File: config.mk
export PLATFORM = sky130hd
export DESIGN_NAME = fsk_rx_deframer
export DESIGN_NICKNAME = d
export VERILOG_FILES = /design/src/rtl/fskrx_pkg.sv /design/src/rtl/fskrx_framer.sv /design/src/rtl/fskrx_readout.sv /design/src/rtl/fsk_rx_deframer.sv
export SDC_FILE = /design/constraint.sdc
export NUM_CORES = 1
export LEC_CHECK = 0
export ABC_AREA = 0
export BUFFER_PORTS_ARGS = -buffer_cell sky130_fd_sc_hd__buf_2
export CAP_MARGIN = 20
export CORE_ASPECT_RATIO = 0.8
export CORE_UTILIZATION = 53
export CTS_BUF_LIST = sky130_fd_sc_hd__clkbuf_16
export DETAILED_ROUTE_END_ITERATION = 10
export PLACE_DENSITY = 0.72
export SLEW_MARGIN = 30
export SYNTH_ARGS = -nofsm -noshare
export SYNTH_HDL_FRONTEND = slang
export SYNTH_SLANG_ARGS = --single-unit
export TNS_END_PERCENT = 5
File: constraint.sdc
create_clock -name clk -period 1.48 [get_ports clk]
set_input_delay 0.222 -clock clk [delete_from_list [all_inputs] [get_ports clk]]
set_output_delay 0.222 -clock clk [all_outputs]
set_load 0.1 [all_outputs]
File: src/rtl/fskrx_pkg.sv
package fskrx_pkg;
  typedef enum logic [1:0] {
    RX_IDLE   = 2'd0,
    RX_FRAME  = 2'd1,
    RX_WAITHI = 2'd2
  } rx_state_e;

  // Two-of-three vote over mid-bit samples.
  function automatic logic vote3(input logic [2:0] s);
    return (s[0] & s[1]) | (s[0] & s[2]) | (s[1] & s[2]);
  endfunction
endpackage

File: src/rtl/fskrx_framer.sv
module fskrx_framer
  import fskrx_pkg::*;
#(
  parameter int OVERSAMPLE = 16,
  parameter int CHAR_BITS  = 8
) (
  input  logic                 clk,
  input  logic                 rst_n,
  input  logic                 tick,
  input  logic                 rx,
  output logic                 char_done,
  output logic                 frame_err,
  output logic [CHAR_BITS-1:0] word
);
  localparam int CW         = $clog2(OVERSAMPLE);
  localparam int MID        = OVERSAMPLE / 2;
  localparam int FRAME_BITS = CHAR_BITS + 2;
  localparam int BW         = $clog2(FRAME_BITS + 1);
  localparam int STOP_IDX   = FRAME_BITS - 1;

  rx_state_e            state;
  logic [CW-1:0]        tick_cnt;
  logic [BW-1:0]        bit_idx;
  logic [1:0]           samp;
  logic [CHAR_BITS-1:0] shreg;
  logic                 decide;
  logic                 bit_val;
  logic                 in_window;

  assign in_window = (int'(tick_cnt) >= MID - 1) && (int'(tick_cnt) <= MID);
  assign decide    = tick && (state == RX_FRAME) && (int'(tick_cnt) == MID + 1);
  assign bit_val   = vote3({samp, rx});
  assign word      = shreg;

  always_ff @(posedge clk or negedge rst_n) begin
    if (!rst_n) begin
      state     <= RX_IDLE;
      tick_cnt  <= '0;
      bit_idx   <= '0;
      samp      <= '0;
      shreg     <= '0;
      char_done <= 1'b0;
      frame_err <= 1'b0;
    end else begin
      char_done <= 1'b0;
      frame_err <= 1'b0;
      if (tick) begin
        unique case (state)
          RX_IDLE: begin
            if (!rx) begin
              state    <= RX_FRAME;
              tick_cnt <= '0;
              bit_idx  <= '0;
            end
          end
          RX_WAITHI: begin
            if (rx) state <= RX_IDLE;
          end
          default: begin
            if (int'(tick_cnt) == OVERSAMPLE - 1) begin
              tick_cnt <= '0;
              bit_idx  <= bit_idx + 1'b1;
            end else begin
              tick_cnt <= tick_cnt + 1'b1;
            end
            if (in_window) samp <= {samp[0], rx};
            if (decide) begin
              if (bit_idx == '0) begin
                if (bit_val) state <= RX_IDLE;
              end else if (int'(bit_idx) < STOP_IDX) begin
                shreg <= {bit_val, shreg[CHAR_BITS-1:1]};
              end else begin
                if (bit_val) begin
                  state     <= RX_IDLE;
                  char_done <= 1'b1;
                end else begin
                  state     <= RX_WAITHI;
                  frame_err <= 1'b1;
                end
              end
            end
          end
        endcase
      end
    end
  end
endmodule

File: src/rtl/fskrx_readout.sv
module fskrx_readout #(
  parameter int CHAR_BITS = 8
) (
  input  logic                 clk,
  input  logic                 rst_n,
  input  logic                 load,
  input  logic [CHAR_BITS-1:0] word,
  input  logic                 ack_rise,
  output logic                 full,
  output logic                 bit_out,
  output logic                 overrun,
  output logic                 read_done
);
  localparam int IW = $clog2(CHAR_BITS);

  logic [CHAR_BITS-1:0] hold;
  logic [IW-1:0]        rd_idx;
  logic                 last;

  assign last      = (int'(rd_idx) == CHAR_BITS - 1);
  assign read_done = full && ack_rise && last;
  assign bit_out   = hold[rd_idx];

  always_ff @(posedge clk or negedge rst_n) begin
    if (!rst_n) begin
      hold    <= '0;
      rd_idx  <= '0;
      full    <= 1'b0;
      overrun <= 1'b0;
    end else if (load) begin
      hold    <= word;
      rd_idx  <= '0;
      full    <= 1'b1;
      overrun <= full && !read_done;
    end else begin
      if (read_done) begin
        full    <= 1'b0;
        overrun <= 1'b0;
        rd_idx  <= '0;
      end else if (full && ack_rise) begin
        rd_idx <= rd_idx + 1'b1;
      end
    end
  end
endmodule

File: src/rtl/fsk_rx_deframer.sv
module fsk_rx_deframer #(
  parameter int OVERSAMPLE = 16,
  parameter int CHAR_BITS  = 8
) (
  input  logic clk,
  input  logic rst_n,
  input  logic baud_tick,
  input  logic rx_line,
  input  logic dr_inhibit,
  input  logic ack,
  output logic data_ready,
  output logic data_out,
  output logic overrun,
  output logic frame_err
);
  logic [1:0]           rx_sync;
  logic [2:0]           ack_sync;
  logic                 ack_rise;
  logic                 char_done_w;
  logic                 frame_err_w;
  logic [CHAR_BITS-1:0] word_w;
  logic                 full_w;
  logic                 read_done_w;

  always_ff @(posedge clk or negedge rst_n) begin
    if (!rst_n) begin
      rx_sync  <= 2'b11;
      ack_sync <= 3'b000;
    end else begin
      rx_sync  <= {rx_sync[0], rx_line};
      ack_sync <= {ack_sync[1:0], ack};
    end
  end

  assign ack_rise = ack_sync[1] & ~ack_sync[2];

  fskrx_framer #(.OVERSAMPLE(OVERSAMPLE), .CHAR_BITS(CHAR_BITS)) u_framer (
    .clk       (clk),
    .rst_n     (rst_n),
    .tick      (baud_tick),
    .rx        (rx_sync[1]),
    .char_done (char_done_w),
    .frame_err (frame_err_w),
    .word      (word_w)
  );

  fskrx_readout #(.CHAR_BITS(CHAR_BITS)) u_readout (
    .clk       (clk),
    .rst_n     (rst_n),
    .load      (char_done_w),
    .word      (word_w),
    .ack_rise  (ack_rise),
    .full      (full_w),
    .bit_out   (data_out),
    .overrun   (overrun),
    .read_done (read_done_w)
  );

  assign data_ready = full_w & ~dr_inhibit;
  assign frame_err  = frame_err_w;
endmodule

==> results of run 1 <==
[worst register-to-register path, cell delays in order (launching register included)]
cell,delay [ns]
dfrtp_1,0.38
inv_1,0.08
ha_2,0.17
inv_1,0.05
buf_4,0.14
or4b_1,0.47
a21oi_1,0.15
o21ai_0,0.10
[path summary, 6_finish.rpt]
kind                                      from                end  slack [ns]
min reg2reg                         rx_sync[0]         rx_sync[1]        0.36
max in group asynchronous                rst_n         rx_sync[1]        0.50
min in group asynchronous                rst_n   u_framer.word[3]        0.43
min                                    rx_line         rx_sync[0]        0.04
max                        u_readout.rd_idx[0]           data_out       -0.40
max reg2reg                u_framer.bit_idx[1]  u_framer.state[0]       -0.18
[routing by layer]
| metal | wire length (um) | up-vias | part of all wire [%] | GRT usage (%) |
|---|---|---|---|---|
| met5 | 0 | - | 0 | 0 |
| met2 | 1859 | 24 | 50 | 35.83 |
| met4 | 40 | 0 | 1.1 | 7.801 |
| met3 | 126 | 7 | 3.4 | 6.250 |
| li1 | - | 586 | - | - |
| met1 | 1724 | 642 | 46 | 31.11 |
[layout by cell type, fill, tap and decap left out, types with 2 or more instances in the layout]
cell type	Yosys	layout
dfrtp_1	38	36
buf_4	1	20
mux2_2	19	18
nand2_1	10	10
a21oi_1	9	8
inv_1	9	7
o21ai_0	7	7
buf_2	2	7
clkbuf_16	0	5
nor2_1	4	4
nand3_1	3	3
nand4_1	3	3
a21o_1	3	3
ha_1	7	3
buf_12	0	3
inv_2	0	2
mux4_2	2	2
nand3b_1	2	2
a22o_1	2	2
ha_2	0	2
ha_4	0	2
clkinv_2	0	2
dfstp_2	2	2
dfrtp_2	0	2
[flip-flops by register name, summed over array words and instances, names as in the netlist]
name and cells:
ack_sync 3, rx_sync 2, u_framer.bit_idx 4, u_framer.char_done 1
u_framer.frame_err 1, u_framer.samp 2, u_framer.state 2, u_framer.tick_cnt 4
u_framer.word 8, u_readout.full 1, u_readout.hold 8, u_readout.overrun 1
u_readout.rd_idx 3
[per-stage QoR]
stage	area, um^2	power, uW	std cells	setup WS, ns
after floorplan	1809	1957	145	-0.1476
after global placement	2061	2327	210	-0.1719
after detailed placement	2061	2407	210	-0.2303
after CTS	2248	3479	219	-0.4372
after global routing	2303	3737	220	-0.4442
final	2303	3537	220	-0.3970
[layout make-up]
class	count	area, um^2
multi-input cells	92	814.5
repair buffers	31	255.2
clock inverters	3	18.77
fillers	214	872.1
clock buffers	5	125.1
well taps	40	50.05
flip-flops and latches	40	1006
inverters	9	33.78
[where the power goes]
| part | total (uW) | switching, uW | internal, uW |
|---|---|---|---|
| Sequential | 1440 | 169 | 1280 |
| Clock | 1030 | 405 | 620 |
| Combinational | 1070 | 543 | 524 |
| Total | 3540 | 1120 | 2420 |
[logic make-up (layout without fill, tap and decap cells)]
group,count (synthesis),count (layout),synth area share (%)
AO/OA/AOI/OAI,27,27,9.765
adder cells (fa/ha/maj),8,8,5.401
flip-flops,40,40,55.54
AND/OR/NAND/NOR,35,35,11.36
multiplexers,22,22,14.89
buffers and inverters,13,48,3.047
[repair_timing]
| action | in CTS | in global routing |
|---|---|---|
| gates resized for setup | 10 | 11 |
| pin swaps | 1 | 2 |
| cloned | 0 | 0 |
| endpoints found under the setup margin | 17 | 18 |
| hold buffers | 1 | 0 |
| endpoints found under the hold margin | 19 | 0 |
| setup buffers | 0 | 1 |
==> metrics, run 1 <==
die area 3648 um^2; critical-path cell list mux4_2, mux2_4, buf_12; Commonest cells post-synth 38 x dfrtp_1, 19 x mux2_2, 10 x nand2_1; Hold Path Class in -> reg; Nets 192; R2R depth 7; Post-synth EDFFs 0; total number of vias 1259; ant diodes 0; Yosys top cell by area dfrtp_1; Layout area overhead 27.49%; max-capacitance violation count 0; crit path buf inv count 1; all-layer global routing usage 22.94%; Clock Sinks 40; Yosys top cell area share 52.63%; P_leak 0.001108 uW; synthesized area per cell 12.46 um^2; H-tree levels 2; Gate Count Post-Synth 145; Final period util 126.8%; syn nets 158; Setup CP Type reg -> out; Fin. Hold Viols 0; DR vias/cell 5.723; core area 3176 um^2; WP data arrival 1.65 ns; failing checks negative setup slack; WHS roughly 0.044 ns; vias in the first global route 1259; Seq/Total Area, Yosys 55.54%; Yosys cell types 35; top cells by area, synth dfrtp_1 53%, mux2_2 12%, ha_1 4.8%; Pre-antenna DRT Iters 4; crit start category flip-flop; clock root cell clkbuf_16; Die W 67.28 um; TritonCTS clock tree done; Routed Antenna Nets 0; Remaining DRCs 0; DRT Wirelength 3.751 mm; share of layout cells above drive strength 1 43.33%; ys flop type dfrtp_1; worst-path maximum fanout 3; Clock Pin Slew Worst Setup and Hold Paths 0.06 ns; #FFs+latches synth 40; top-count cell post-synth dfrtp_1; Clock Path Buffers 2; # IOs 10; P per Cell Area 1536 nW/um^2; peak supply drop approximately 0.87 mV; first-pass GRT wire length around 6 mm; largest net degree at the start of global routing 22; TritonCTS Buffers 5; Final Critical Period 1.877 ns; Starting Density 56.90%; post-layout util a little over 70%; DR iter-0 viols 65; async set-reset flop share out of synthesis 100.0%; Rel. slew slack 65.45%; actual slew at the worst max-slew pin 0.5182 ns; DP HPWL about 2.5 mm; Req. time, crit path 1.26 ns; WL/cell approximately 17 um; routability congestion estimate roughly 0.9; CP max-delay cell mux4_2; CP top delay family multiplexers; Setup crit end kind output port; initial antenna violation count 0; Ys Warns 0; final setup TNS -1.798 ns; grt total ovfl 0; crit-path max cell delay 0.50 ns; clk_lat worst skew 0.27 ns; RSZ-0062 raised after global routing yes; Port Buf Inserts 9; WP depth 3; Die Span Y 54.22 um; Max Freq 532.8 MHz; final worst setup slack -0.3970 ns; Placement Rows 18; Cells on Worst Hold Path 1; synthesized cell area 1807 um^2; Final Setup Violations 13; final worst clock skew 0.002358 ns; status finished, violations left; Max Slew Vio Count 0
Power figures use the tool's default switching activity.
==> inputs of run 2 (changes only) <==
- CELL_PAD_IN_SITES_DETAIL_PLACEMENT: not set -> 2
- CELL_PAD_IN_SITES_GLOBAL_PLACEMENT: not set -> 2
- CORE_UTILIZATION: 53 -> 37
==> metrics, run 2 (synthesis results as in run 1) <==
peak supply drop 0.7932 mV; Nets 195; failing checks negative setup slack; pre-CTS setup slack -0.2146 ns; Starting Density 38.84%; DP HPWL 3.337 mm; DRT Wirelength 4.941 mm; Die W 80.13 um; Final Critical Period 1.876 ns; Setup crit end kind output port; Switch Pwr 1217 uW; initial antenna violation count 0; P_leak 0.001147 uW; P per Cell Area 1612 nW/um^2; ant diodes 0; crit start category flip-flop; Die Span Y 64.50 um; die area 5168 um^2; CP max-delay cell mux4_2; Max Slew Vio Count 0; combinational power share a little over 30%; WP data arrival around 1.7 ns; worst reg2reg setup slack -0.17 ns; Req. time, crit path 1.26 ns; all-layer global routing usage 22.17%; Max Freq 533.0 MHz; Pre-antenna DRT Iters 4; status finished, violations left; TritonCTS clock tree done; critical-path cell list mux4_2, mux2_4, buf_12; P_int 2624 uW; clk_lat worst skew 0.28 ns; H-tree levels 2; Final Setup Violations 15; WL/cell just over 20 um; share of layout cells above drive strength 1 45.36%; total number of vias 1301; sequential fraction of design power 37.4%; Placement Rows 22; min-delay src rx_line; largest net degree at the start of global routing 24; Post-CTS Setup Inserts 0; first-pass GRT wire length ~8.3 mm; grt total ovfl 0; vias in the first global route 1476; Layout area overhead 31.86%; TritonCTS Buffers 5; most common cell after layout, fill and taps aside dfrtp_1; clock root cell clkbuf_16; Worst Setup SP u_readout.rd_idx[0]; max-capacitance violation count 0; Setup CP Type reg -> out; DR iter-0 viols 64; DR vias/cell ~5.4; Sw Share 31.68%; final worst setup slack -0.3961 ns; RSZ-0062 raised after global routing yes; # IOs 10; crit-path max cell delay 0.50 ns; worst-path maximum fanout 3; most frequent cells in the layout 37 x dfrtp_1, 23 x buf_4, 18 x mux2_2; Remaining DRCs 0; Rel. slew slack 62.54%; Hold Path Class in -> reg; Clock Path Buffers 2; Fin. Hold Viols 0; Port Buf Inserts 9; Clock Sinks 40; CP top delay family multiplexers; Clock Pin Slew Worst Setup and Hold Paths 0.06 ns; post-layout util about half; RR Startpoint u_framer.tick_cnt[1]; Clock power frac a little under a third; core area 4652 um^2; actual slew at the worst max-slew pin 0.5619 ns; routability congestion estimate between 0.8 and 0.9; Routed Antenna Nets 0; final worst clock skew around 0.0045 ns; crit path buf inv count 1; Final period util 126.8%
## run 2: changes by cell type in the layout (fill, tap and decap cells not counted), sizes merged
cell      before  now
buf           30   33
clkinv         3    1
bufinv         0    1
clkinvlp       0    1
## run 2: per-layer routing
metal  wire length [um]  track usage (%)  share of wire [%]
met1               2314            29.30                 47
met2               2454            37.07                 50
met3                121            5.070                2.4
met4                 50            5.134                1.0
met5                  0                0                  0
## run 2: final timing paths
kind / endpoint / cells past startpoint
max in group asynchronous: u_readout.rd_idx[0] / 3
hold reg to reg: rx_sync[1] / 0
hold / removal: rx_sync[0] / 1
setup / recovery: data_out / 3
min in group asynchronous: u_framer.tick_cnt[0] / 2
setup reg to reg: u_framer.word[5] / 6
## run 2: cell type report
class	instances	area (um^2)
Timing Repair Buffer	34	277.8
Multi-Input combinational cell	92	823.3
Fill cell	445	2270
Clock inverter	3	42.54
Clock buffer	5	125.1
Tap cell	60	75.07
Inverter	9	33.78
Sequential cell	40	1005
## run 2: metrics by stage
stage / total power [uW] / hold slack (ns) / instances / cell area (um^2) / TNS (ns)
finish: 3840 / 0.03888 / 243 / 2382 / -1.955
global route: 4049 / 0.03718 / 243 / 2382 / -3.381
CTS: 3813 / 0.03558 / 243 / 2354 / -2.024
detailed placement: 2493 / 0.2017 / 234 / 2116 / -2.135
global placement: 2379 / 0.1978 / 234 / 2116 / -1.253
floorplan: 1957 / -0.07359 / 145 / 1809 / -1.156
## run 2: power groups by stage
stage	combinational (uW)	clock, uW	sequential (uW)
6_report	1180	1220	1440
5_1_grt	1300	1280	1460
4_1_cts	1140	1240	1430
3_3_place_gp	970	0	1410
2_1_floorplan	516	0	1440
3_5_place_dp	1050	0	1440
## run 2: timing repair
action,4_1_cts,5_1_grt
hold endpoints to repair,15,0
setup endpoints to repair,20,21
hold buffers,1,0
gates resized for setup,19,10
pin swaps,3,1
